===== src/rtl/ck_pkg.sv =====
package ck_pkg;
    parameter int KEY_W  = 8;
    parameter int DATA_W = 8;

    typedef struct packed {
        logic              valid;
        logic [KEY_W-1:0]  key;
        logic [DATA_W-1:0] data;
    } rec_t;

    typedef enum logic {CTL_IDLE, CTL_KICK} ctl_state_e;

    // one generator polynomial per table
    function automatic logic [7:0] poly_of(input int tab);
        case (tab)
            0:       return 8'h07;
            1:       return 8'h1D;
            2:       return 8'h31;
            default: return 8'h9B;
        endcase
    endfunction

    // bit-serial CRC-8 of the key, MSB first, zero initial value
    function automatic logic [7:0] crc8(input logic [KEY_W-1:0] key, input logic [7:0] poly);
        logic [7:0] c;
        logic       fb;
        c = '0;
        for (int i = KEY_W - 1; i >= 0; i--) begin
            fb = c[7] ^ key[i];
            c  = {c[6:0], 1'b0};
            if (fb) c = c ^ poly;
        end
        return c;
    endfunction
endpackage


===== src/rtl/ck_hash.sv =====
module ck_hash
    import ck_pkg::*;
#(
    parameter int IDX_W = 4,
    parameter int TAB   = 0
) (
    input  logic [KEY_W-1:0] key,
    output logic [IDX_W-1:0] idx
);
    logic [7:0] rem;
    assign rem = crc8(key, poly_of(TAB));
    assign idx = rem[IDX_W-1:0];
endmodule


===== src/rtl/ck_table.sv =====
module ck_table
    import ck_pkg::*;
#(
    parameter int IDX_W = 4
) (
    input  logic             clk,
    input  logic             rst,
    input  logic [IDX_W-1:0] rd_idx_a,
    output rec_t             rd_a,
    input  logic [IDX_W-1:0] rd_idx_b,
    output rec_t             rd_b,
    input  logic             we,
    input  logic [IDX_W-1:0] wr_idx,
    input  rec_t             wr_rec
);
    localparam int DEPTH = 1 << IDX_W;

    rec_t mem [DEPTH];

    always_ff @(posedge clk) begin
        if (rst) begin
            for (int i = 0; i < DEPTH; i++) mem[i] <= '0;
        end else if (we) begin
            mem[wr_idx] <= wr_rec;
        end
    end

    assign rd_a = mem[rd_idx_a];
    assign rd_b = mem[rd_idx_b];
endmodule


===== src/rtl/ck_match.sv =====
module ck_match
    import ck_pkg::*;
#(
    parameter int NCAND = 3
) (
    input  logic [KEY_W-1:0]  key,
    input  rec_t [NCAND-1:0]  cand,
    output logic              found,
    output logic [DATA_W-1:0] data
);
    always_comb begin
        found = 1'b0;
        data  = '0;
        for (int i = 0; i < NCAND; i++) begin
            if (cand[i].valid && cand[i].key == key) begin
                found = 1'b1;
                data  = data | cand[i].data;
            end
        end
    end
endmodule


===== src/rtl/ck_ctrl.sv =====
module ck_ctrl
    import ck_pkg::*;
#(
    parameter int NTAB      = 2,
    parameter int MAX_KICKS = 16
) (
    input  logic              clk,
    input  logic              rst,
    input  logic              cfg_valid,
    input  logic              cfg_insert,
    input  logic [KEY_W-1:0]  cfg_key,
    input  logic [DATA_W-1:0] cfg_data,
    input  rec_t [NTAB-1:0]   slot,
    output logic [KEY_W-1:0]  cur_key,
    output logic [NTAB-1:0]   we,
    output rec_t              wr_rec,
    output rec_t              park,
    output logic              ready,
    output logic              full
);
    localparam int KCNT_W = $clog2(MAX_KICKS + 1);
    localparam int TAB_W  = (NTAB > 1) ? $clog2(NTAB) : 1;

    ctl_state_e        state, state_n;
    logic [TAB_W-1:0]  tgt, tgt_n, free_idx;
    logic [KCNT_W-1:0] kicks, kicks_n;
    rec_t              park_n, fresh;
    logic              full_n, have_free, park_hit;
    logic [NTAB-1:0]   hit;

    function automatic logic [TAB_W-1:0] next_tab(input logic [TAB_W-1:0] t);
        return (t == TAB_W'(NTAB - 1)) ? '0 : t + 1'b1;
    endfunction

    assign cur_key  = (state == CTL_KICK) ? park.key : cfg_key;
    assign ready    = (state == CTL_IDLE);
    assign fresh    = rec_t'{1'b1, cfg_key, cfg_data};
    assign park_hit = park.valid && park.key == cfg_key;

    always_comb begin
        have_free = 1'b0;
        free_idx  = '0;
        for (int i = NTAB - 1; i >= 0; i--) begin
            hit[i] = slot[i].valid && slot[i].key == cfg_key;
            if (!slot[i].valid) begin
                have_free = 1'b1;
                free_idx  = TAB_W'(i);
            end
        end
    end

    always_comb begin
        state_n = state;
        tgt_n   = tgt;
        kicks_n = kicks;
        park_n  = park;
        full_n  = full;
        we      = '0;
        wr_rec  = '0;
        case (state)
            CTL_IDLE: begin
                if (cfg_valid) begin
                    if (!cfg_insert) begin
                        we = hit;
                        if (park_hit) begin
                            park_n = '0;
                            full_n = 1'b0;
                        end
                    end else if ((|hit) || park_hit) begin
                        we     = hit;
                        wr_rec = fresh;
                        if (park_hit) park_n.data = cfg_data;
                    end else if (!full) begin
                        wr_rec = fresh;
                        if (have_free) begin
                            we[free_idx] = 1'b1;
                        end else begin
                            we[0]   = 1'b1;
                            park_n  = slot[0];
                            tgt_n   = next_tab('0);
                            kicks_n = KCNT_W'(1);
                            state_n = CTL_KICK;
                        end
                    end
                end
            end
            CTL_KICK: begin
                if (!slot[tgt].valid) begin
                    we[tgt] = 1'b1;
                    wr_rec  = park;
                    park_n  = '0;
                    state_n = CTL_IDLE;
                end else if (kicks == KCNT_W'(MAX_KICKS)) begin
                    full_n  = 1'b1;
                    state_n = CTL_IDLE;
                end else begin
                    we[tgt] = 1'b1;
                    wr_rec  = park;
                    park_n  = slot[tgt];
                    tgt_n   = next_tab(tgt);
                    kicks_n = kicks + 1'b1;
                end
            end
            default: state_n = CTL_IDLE;
        endcase
    end

    always_ff @(posedge clk) begin
        if (rst) begin
            state <= CTL_IDLE;
            tgt   <= '0;
            kicks <= '0;
            park  <= '0;
            full  <= 1'b0;
        end else begin
            state <= state_n;
            tgt   <= tgt_n;
            kicks <= kicks_n;
            park  <= park_n;
            full  <= full_n;
        end
    end
endmodule


===== src/rtl/cuckoo_lookup.sv =====
module cuckoo_lookup
    import ck_pkg::*;
#(
    parameter int IDX_W     = 4,
    parameter int NTAB      = 2,
    parameter int MAX_KICKS = 16
) (
    input  logic              clk,
    input  logic              rst,
    input  logic              lk_valid,
    input  logic [KEY_W-1:0]  lk_key,
    output logic              res_invalid,
    output logic              res_found,
    output logic [DATA_W-1:0] res_data,
    input  logic              cfg_valid,
    input  logic              cfg_insert,
    input  logic [KEY_W-1:0]  cfg_key,
    input  logic [DATA_W-1:0] cfg_data,
    output logic              cfg_ready,
    output logic              ins_full
);
    logic [NTAB-1:0][IDX_W-1:0] lk_idx, ct_idx;
    rec_t [NTAB-1:0]            lk_rec, ct_rec;
    rec_t [NTAB:0]              cand;
    logic [NTAB-1:0]            we;
    rec_t                       wr_rec, park;
    logic [KEY_W-1:0]           cur_key;
    logic                       hit_any;
    logic [DATA_W-1:0]          hit_data;

    for (genvar t = 0; t < NTAB; t++) begin : g_tab
        ck_hash #(.IDX_W(IDX_W), .TAB(t)) u_hash_lk (.key(lk_key),  .idx(lk_idx[t]));
        ck_hash #(.IDX_W(IDX_W), .TAB(t)) u_hash_ct (.key(cur_key), .idx(ct_idx[t]));
        ck_table #(.IDX_W(IDX_W)) u_table (
            .clk(clk), .rst(rst),
            .rd_idx_a(lk_idx[t]), .rd_a(lk_rec[t]),
            .rd_idx_b(ct_idx[t]), .rd_b(ct_rec[t]),
            .we(we[t]), .wr_idx(ct_idx[t]), .wr_rec(wr_rec)
        );
        assign cand[t] = lk_rec[t];
    end
    assign cand[NTAB] = park;

    ck_match #(.NCAND(NTAB + 1)) u_match (
        .key(lk_key), .cand(cand), .found(hit_any), .data(hit_data)
    );

    ck_ctrl #(.NTAB(NTAB), .MAX_KICKS(MAX_KICKS)) u_ctrl (
        .clk(clk), .rst(rst),
        .cfg_valid(cfg_valid), .cfg_insert(cfg_insert),
        .cfg_key(cfg_key), .cfg_data(cfg_data),
        .slot(ct_rec), .cur_key(cur_key), .we(we), .wr_rec(wr_rec),
        .park(park), .ready(cfg_ready), .full(ins_full)
    );

    always_ff @(posedge clk) begin
        if (rst) begin
            res_invalid <= 1'b1;
            res_found   <= 1'b0;
            res_data    <= '0;
        end else begin
            res_invalid <= !lk_valid;
            res_found   <= lk_valid && hit_any;
            res_data    <= (lk_valid && hit_any) ? hit_data : '0;
        end
    end
endmodule


===== config.mk =====
export PLATFORM = sky130hd
export DESIGN_NAME = cuckoo_lookup
export DESIGN_NICKNAME = d
export VERILOG_FILES = /design/src/rtl/ck_pkg.sv /design/src/rtl/ck_hash.sv /design/src/rtl/ck_table.sv /design/src/rtl/ck_match.sv /design/src/rtl/ck_ctrl.sv /design/src/rtl/cuckoo_lookup.sv
export SDC_FILE = /design/constraint.sdc
export NUM_CORES = 1
export LEC_CHECK = 0
export ABC_AREA = 1
export BUFFER_PORTS_ARGS = -buffer_cell sky130_fd_sc_hd__buf_4
export CAP_MARGIN = 20
export CELL_PAD_IN_SITES_DETAIL_PLACEMENT = 0
export CELL_PAD_IN_SITES_GLOBAL_PLACEMENT = 1
export CORE_UTILIZATION = 54
export CTS_BUF_LIST = sky130_fd_sc_hd__clkbuf_8
export DETAILED_ROUTE_END_ITERATION = 8
export PLACE_DENSITY = 0.86
export SYNTH_ARGS = -nofsm -noshare
export SYNTH_HDL_FRONTEND = slang
export SYNTH_SLANG_ARGS = --single-unit

===== constraint.sdc =====
create_clock -name clk -period 7.6 [get_ports clk]
set_input_delay 0.76 -clock clk [delete_from_list [all_inputs] [get_ports clk]]
set_output_delay 0.76 -clock clk [all_outputs]
set_load 0.005 [all_outputs]

* Word level (Yosys, flattened, before mapping)
Memory sizes are Yosys's and may differ from the RTL's. Index checks and enable logic that the tools add are counted. Widths: inputs -> output; s select.
Storage, ports and cells: bits in registers 35, bits in writable memories 544, bits of input ports 29, output and inout port bits 12, logic and storage cells 230, memories 2
Memories:
- g_tab[0].u_table.mem | depth 16, width 17, rd ports 2, clocked after memory_dff 0, write ports 16, line ck_table.sv:18 | rec_t mem [DEPTH];
- g_tab[1].u_table.mem | depth 16, width 17, rd ports 2, clocked after memory_dff 0, write ports 16, line ck_table.sv:18
Operators by class: add/subtract/negate cells 2, order comparisons 4, equality and inequality tests 25, muxes and demuxes 116, bitwise logic cells 52, reductions and logical operators 19
Operators by type and width (count):
- $mux 17 | 17
- $mux 5 | 15
- $pmux 17 s2 | 2
- $eq 8x8->1 | 6
- $mux 8 | 6
- $mux 1 | 46
- $reduce_or 17->1 | 2
- $mux 3 | 10
- $not 3->3 | 8
- $not 4->4 | 6
- $ne 2x2->1 const B | 9
- $mux 2 | 8
- $mux 4 | 4
- $or 8x8->8 | 2
- $ne 3x3->1 const B | 4
- $reduce_and 6->1 | 2
- $xor 1x1->1 | 12
- $xor 1x1->1 const A | 12
- $pmux 5 s2 | 1
- $logic_and 1x1->1 | 9
- $mux 9 | 1
- $ne 4x4->1 const B | 2
- $not 2->2 | 4
- $reduce_and 7->1 | 1
- 16 further kinds | 29

* Logic depth before layout (Yosys ltp)
An unclocked memory read counts as a cell.
word-level depth 28, gate-level depth with buffers 36, mapped depth without buffers 29

* Hierarchy
A second synthesis with hierarchy kept.
Unflattened totals: cells, all modules 5014, area, all modules 36044.6 µm²
Modules (own cells, without submodules):
- ck_table (g_tab[1].u_table) | times used 1, cells each 2084, area an instance 15815.2 µm², sequential area each 8167.8 µm²
- ck_table (g_tab[0].u_table) | times used 1, cells each 2083, area an instance 15722.6 µm², sequential area each 8167.8 µm²
- ck_ctrl | times used 1, cells each 494, area an instance 2648.8 µm², sequential area each 500.5 µm²
- ck_match | times used 1, cells each 179, area an instance 810.8 µm², sequential area each 0.0 µm²
- ck_hash (g_tab[1].u_hash_ct ...) | times used 2, cells each 40, area an instance 239.0 µm², sequential area each 0.0 µm²
- cuckoo_lookup | times used 1, cells each 30, area an instance 289.0 µm², sequential area each 200.2 µm²
- ck_hash (g_tab[0].u_hash_ct ...) | times used 2, cells each 32, area an instance 140.1 µm², sequential area each 0.0 µm²

* Worst setup path after synthesis
OpenSTA, ideal clock, no wires.
kind input to register, from input cfg_key[7], to memory g_tab[0].u_table.mem[3][0] (netlist bit) (enable), setup time 0.374 ns, data arrival time 4.970 ns, data required time 7.226 ns, path slack 2.257 ns, cell stages on the path 30, buffers on the path 7, cell sequence inv_1 -> o21ai_1 -> nand2_1 -> nand2_1 -> nand2_1 -> nand2_2 -> buf_2 -> clkbuf_1 -> clkbuf_1 -> ha_1 -> clkbuf_1 -> inv_1 -> buf_1 -> nand3_1 -> nand2_1 -> nand2_1 -> nand2_1 -> nor2_1 -> nor2_1 -> nor2_1 -> nand2_1 -> nor2_1 -> nand3_1 -> o21a_2 -> nand4_2 -> nand2_4 -> buf_12 -> nand4_4 -> buf_2 -> nand2_1
RTL lines:
- from (decl) | line cuckoo_lookup.sv:17 | input logic [KEY_W-1:0] cfg_key,
- to (decl) | line ck_table.sv:18

==> results.py <==
metrics = {
    "place": {
        "post-dp-hpwl_um": 81710,
        "gp_congestion": 0.9651,
        "io_buffers": 40,
        "dp_cells": 4628,
    },
    "synthesis": {
        "avgSynthCellArea_um2": 8.272,
        "synth_seq_cells": 579,
        "netlist_instances": 4022,
        "async_flop_share": 0,
        "synth_area_um2": 33270,
        "ys_top_cells_by_count": "nand2_1, nor2_1, edfxtp_1",
        "synth_ff_type": "edfxtp_1",
        "synth_top_area_share": 0.4910,
        "synth_xor_area_frac": 0.008649,
        "synth_top_family_by_area": "simple AND/OR/NAND/NOR gates",
        "yosysUniqueCellTypes": 68,
        "synth_area_leaders": "edfxtp_1, nand2_1, nor2_1",
        "synthMuxAreaShare": 0.001504,
        "yosys.area.top_type": "edfxtp_1",
        "synth_compound_area_frac": 0.1351,
        "yosys.area_share.simple": 0.2606,
        "synth-edff-count": 544,
        "synth_fa_ha_area_frac": 0.001504,
        "yosysWarnings": 0,
        "ys_seq_area_frac": 0.5120,
        "yosysMostFrequentCell": "nand2_1",
    },
    "setup_path": {
        "path_cells": "inv_2 -> nand2_2 -> nand2_2 -> nand2_1 -> nand2_1 -> nand2_1 -> nand2_4 -> buf_4 -> buf_4 -> nand2_1 -> nand3_1 -> nand2_1 -> nand2_1 -> nand2_1 -> nor3_1 -> nor2_1 -> nand2_1 -> nor2_1 -> nand3_1 -> a41oi_1 -> o21bai_2 -> buf_4 -> nand3_4 -> nand2_1",
        "end_kind": "flip-flop",
        "cp.arrival_ns": 6.72,
        "cp-start-kind": "flip-flop",
        "rr_worst_depth": 24,
        "slowest_stage": "nand2_1",
        "crit_type": "reg2reg",
        "cp_max_fo": 70,
        "cp_num_cells": 24,
        "path_delay_family": "simple AND/OR/NAND/NOR gates",
        "crit_required_ns": 7.89,
        "critPathBufInv": 4,
        "cpPeakStageDelay_ns": 0.80,
        "crit_path_frequent_cell": "nand2_1",
    },
    "route": {
        "drt-initial-drc-count": 4929,
        "routedWlPerCell_um": 25.51,
        "vias": 30590,
        "via_per_inst": 6.356,
        "antenna_left": 0,
        "route.detailed.drc": 0,
        "wirelength_um": 122800,
        "first_pass_iters": 6,
    },
    "clock_tree": {
        "cts_inserted_buffers": 99,
        "numClockSinks": 579,
        "clk_pin_slew_ns": 0.07,
        "holdBufCountCts": 0,
        "h-tree-depth": 3,
        "cts_tree": "done",
        "cts_resized": 0,
        "cts_root_buf": "clkbuf_8",
        "postCtsSetupRepairBufs": 0,
        "clkLatencyLatePin_ns": 0.72,
        "clk_path_buf_depth": 3,
    },
    "grt": {
        "grt_pass1_wl_um": 180700,
        "grt_max_degree": 84,
        "globalRouteOverflowTotal": 0,
        "grt_use_total": 0.3880,
        "grt_antenna_before_repair": 2,
        "grt_pass1_vias": 28240,
    },
    "worst_hold_path": {
        "holdCritPathClass": "in2reg",
        "hold_path_depth": 2,
    },
    "timing": {
        "clock.fmax_mhz": 155.5,
        "tightest_slew_ns": 1.234,
        "period_share": 0.8464,
        "layout_min_cycle_time_ns": 6.433,
        "relSlewSlack": 0.1740,
        "rsz0062_at_grt": "no",
        "slew_viol_final": 0,
        "hold_violations": 0,
        "final-setup-viol-count": 0,
        "final.setup.tns_ns": 0,
        "clock_skew_ns": 0.06024,
    },
    "floorplanning": {
        "die_w_um": 250.2,
        "start_util": 0.5492,
        "io_pins": 41,
        "die_h_um": 250.2,
        "core_area_um2": 60580,
        "fp.dieArea_um2": 62610,
        "rows": 90,
    },
    "power": {
        "p_leak_uw": 0.01404,
        "ir_worst_vdd_mv": 0.1662,
        "p_per_area_nw_per_um2": 260.3,
    },
    "final_layout": {
        "area.growth.synth_to_final_pct": 7.563,
        "final_layout_size_suffix_gt1_frac": 0.08985,
        "final_cells": 4813,
        "nets": 3983,
    },
    "run": {
        "drv_cap": 0,
    },
    "run_status": {
        "status": "finished clean",
    },
}
==> final timing paths <==
path                                                    from                                        to  slack, ns
worst max-delay path                 u_ctrl.state$_SDFF_PP0_  g_tab[1].u_table.mem[7][9]$_SDFFCE_PN0P_       1.17
worst min-delay path                                lk_valid                    res_invalid$_SDFF_PP1_       0.23
worst max register to register       u_ctrl.state$_SDFF_PP0_  g_tab[1].u_table.mem[7][9]$_SDFFCE_PN0P_       1.17
worst min register to register  u_ctrl.kicks[4]$_SDFFE_PP0P_              u_ctrl.kicks[4]$_SDFFE_PP0P_       0.52
==> state kept, by name, summed over array words and instances (netlist names) <==
| name | flops |
|---|---|
| res_invalid | 1 |
| res_data | 8 |
| u_ctrl.tgt | 1 |
| u_ctrl.kicks | 5 |
| u_ctrl.park | 17 |
| g_tab.u_table.mem | 544 |
| u_ctrl.state | 1 |
| res_found | 1 |
| u_ctrl.full | 1 |
==> cells in the final DEF, fill, tap and decap left out, types with 14 or more instances in the layout <==
master     count
inv_1        315
nand2_1      980
buf_4        112
o31ai_1       16
clkinv_1      23
a21oi_1       95
o22ai_1       83
o2111ai_1     14
o211ai_1      77
a221oi_1      15
o21ai_0      271
dfxtp_1       35
nand2_2       16
edfxtp_1     544
a22oi_1       21
nand3_1      193
inv_2         33
xor2_1        23
o221ai_1      64
nand4_1       31
nor2_1       758
clkbuf_8     108
==> area by class of cell <==
cell class,instances,area [um^2]
clock inverter,72,441.7
multi-input combinational,2831,13670
clock buffer,108,1486
fill,5504,24800
antenna,2,5.005
timing repair buffer,118,958.4
inverter,321,1207
sequential,579,17040
tap,782,978.4
==> cell families (layout without fill, tap and decap cells) <==
kind of cell             count (synthesis)  after routing
XOR/XNOR                                32             32
flip-flops                             579            579
buffers and inverters                  619            619
adder cells (fa/ha/maj)                  4              4
other                                    1             10
multiplexers                             5              5
AO/OA/AOI/OAI                          715            715
AND/OR/NAND/NOR                       2067           2067
==> through the flow <==
step	hold WS, ns	setup slack [ns]	power [uW]	utilization	instance area (um^2)
floorplan	0.4738	2.257	5493	-	33300
global placement	0.4986	1.255	6426	0.5579	33800
detailed placement	0.5116	1.186	6433	0.5579	33800
CTS	0.1887	1.378	9209	0.5897	35730
global route	0.2214	0.9261	9642	0.5907	35790
finish	0.2274	1.167	9315	0.5907	35790
==> report_power, final <==
group	internal, uW	switching, uW
logic	729	2050
registers	3620	87.0
clock network	1480	1350
total	5830	3490
==> per-layer routing <==
metal,vias up,share of wire,global-route usage
li1,13470,-,-
met1,14580,0.40,0.5754
met2,2243,0.42,0.5550
met3,294,0.14,0.08667
met4,2,0.034,0.1402
met5,-,0.00011,0
Note: power is estimated with default switching activity, not from simulation.
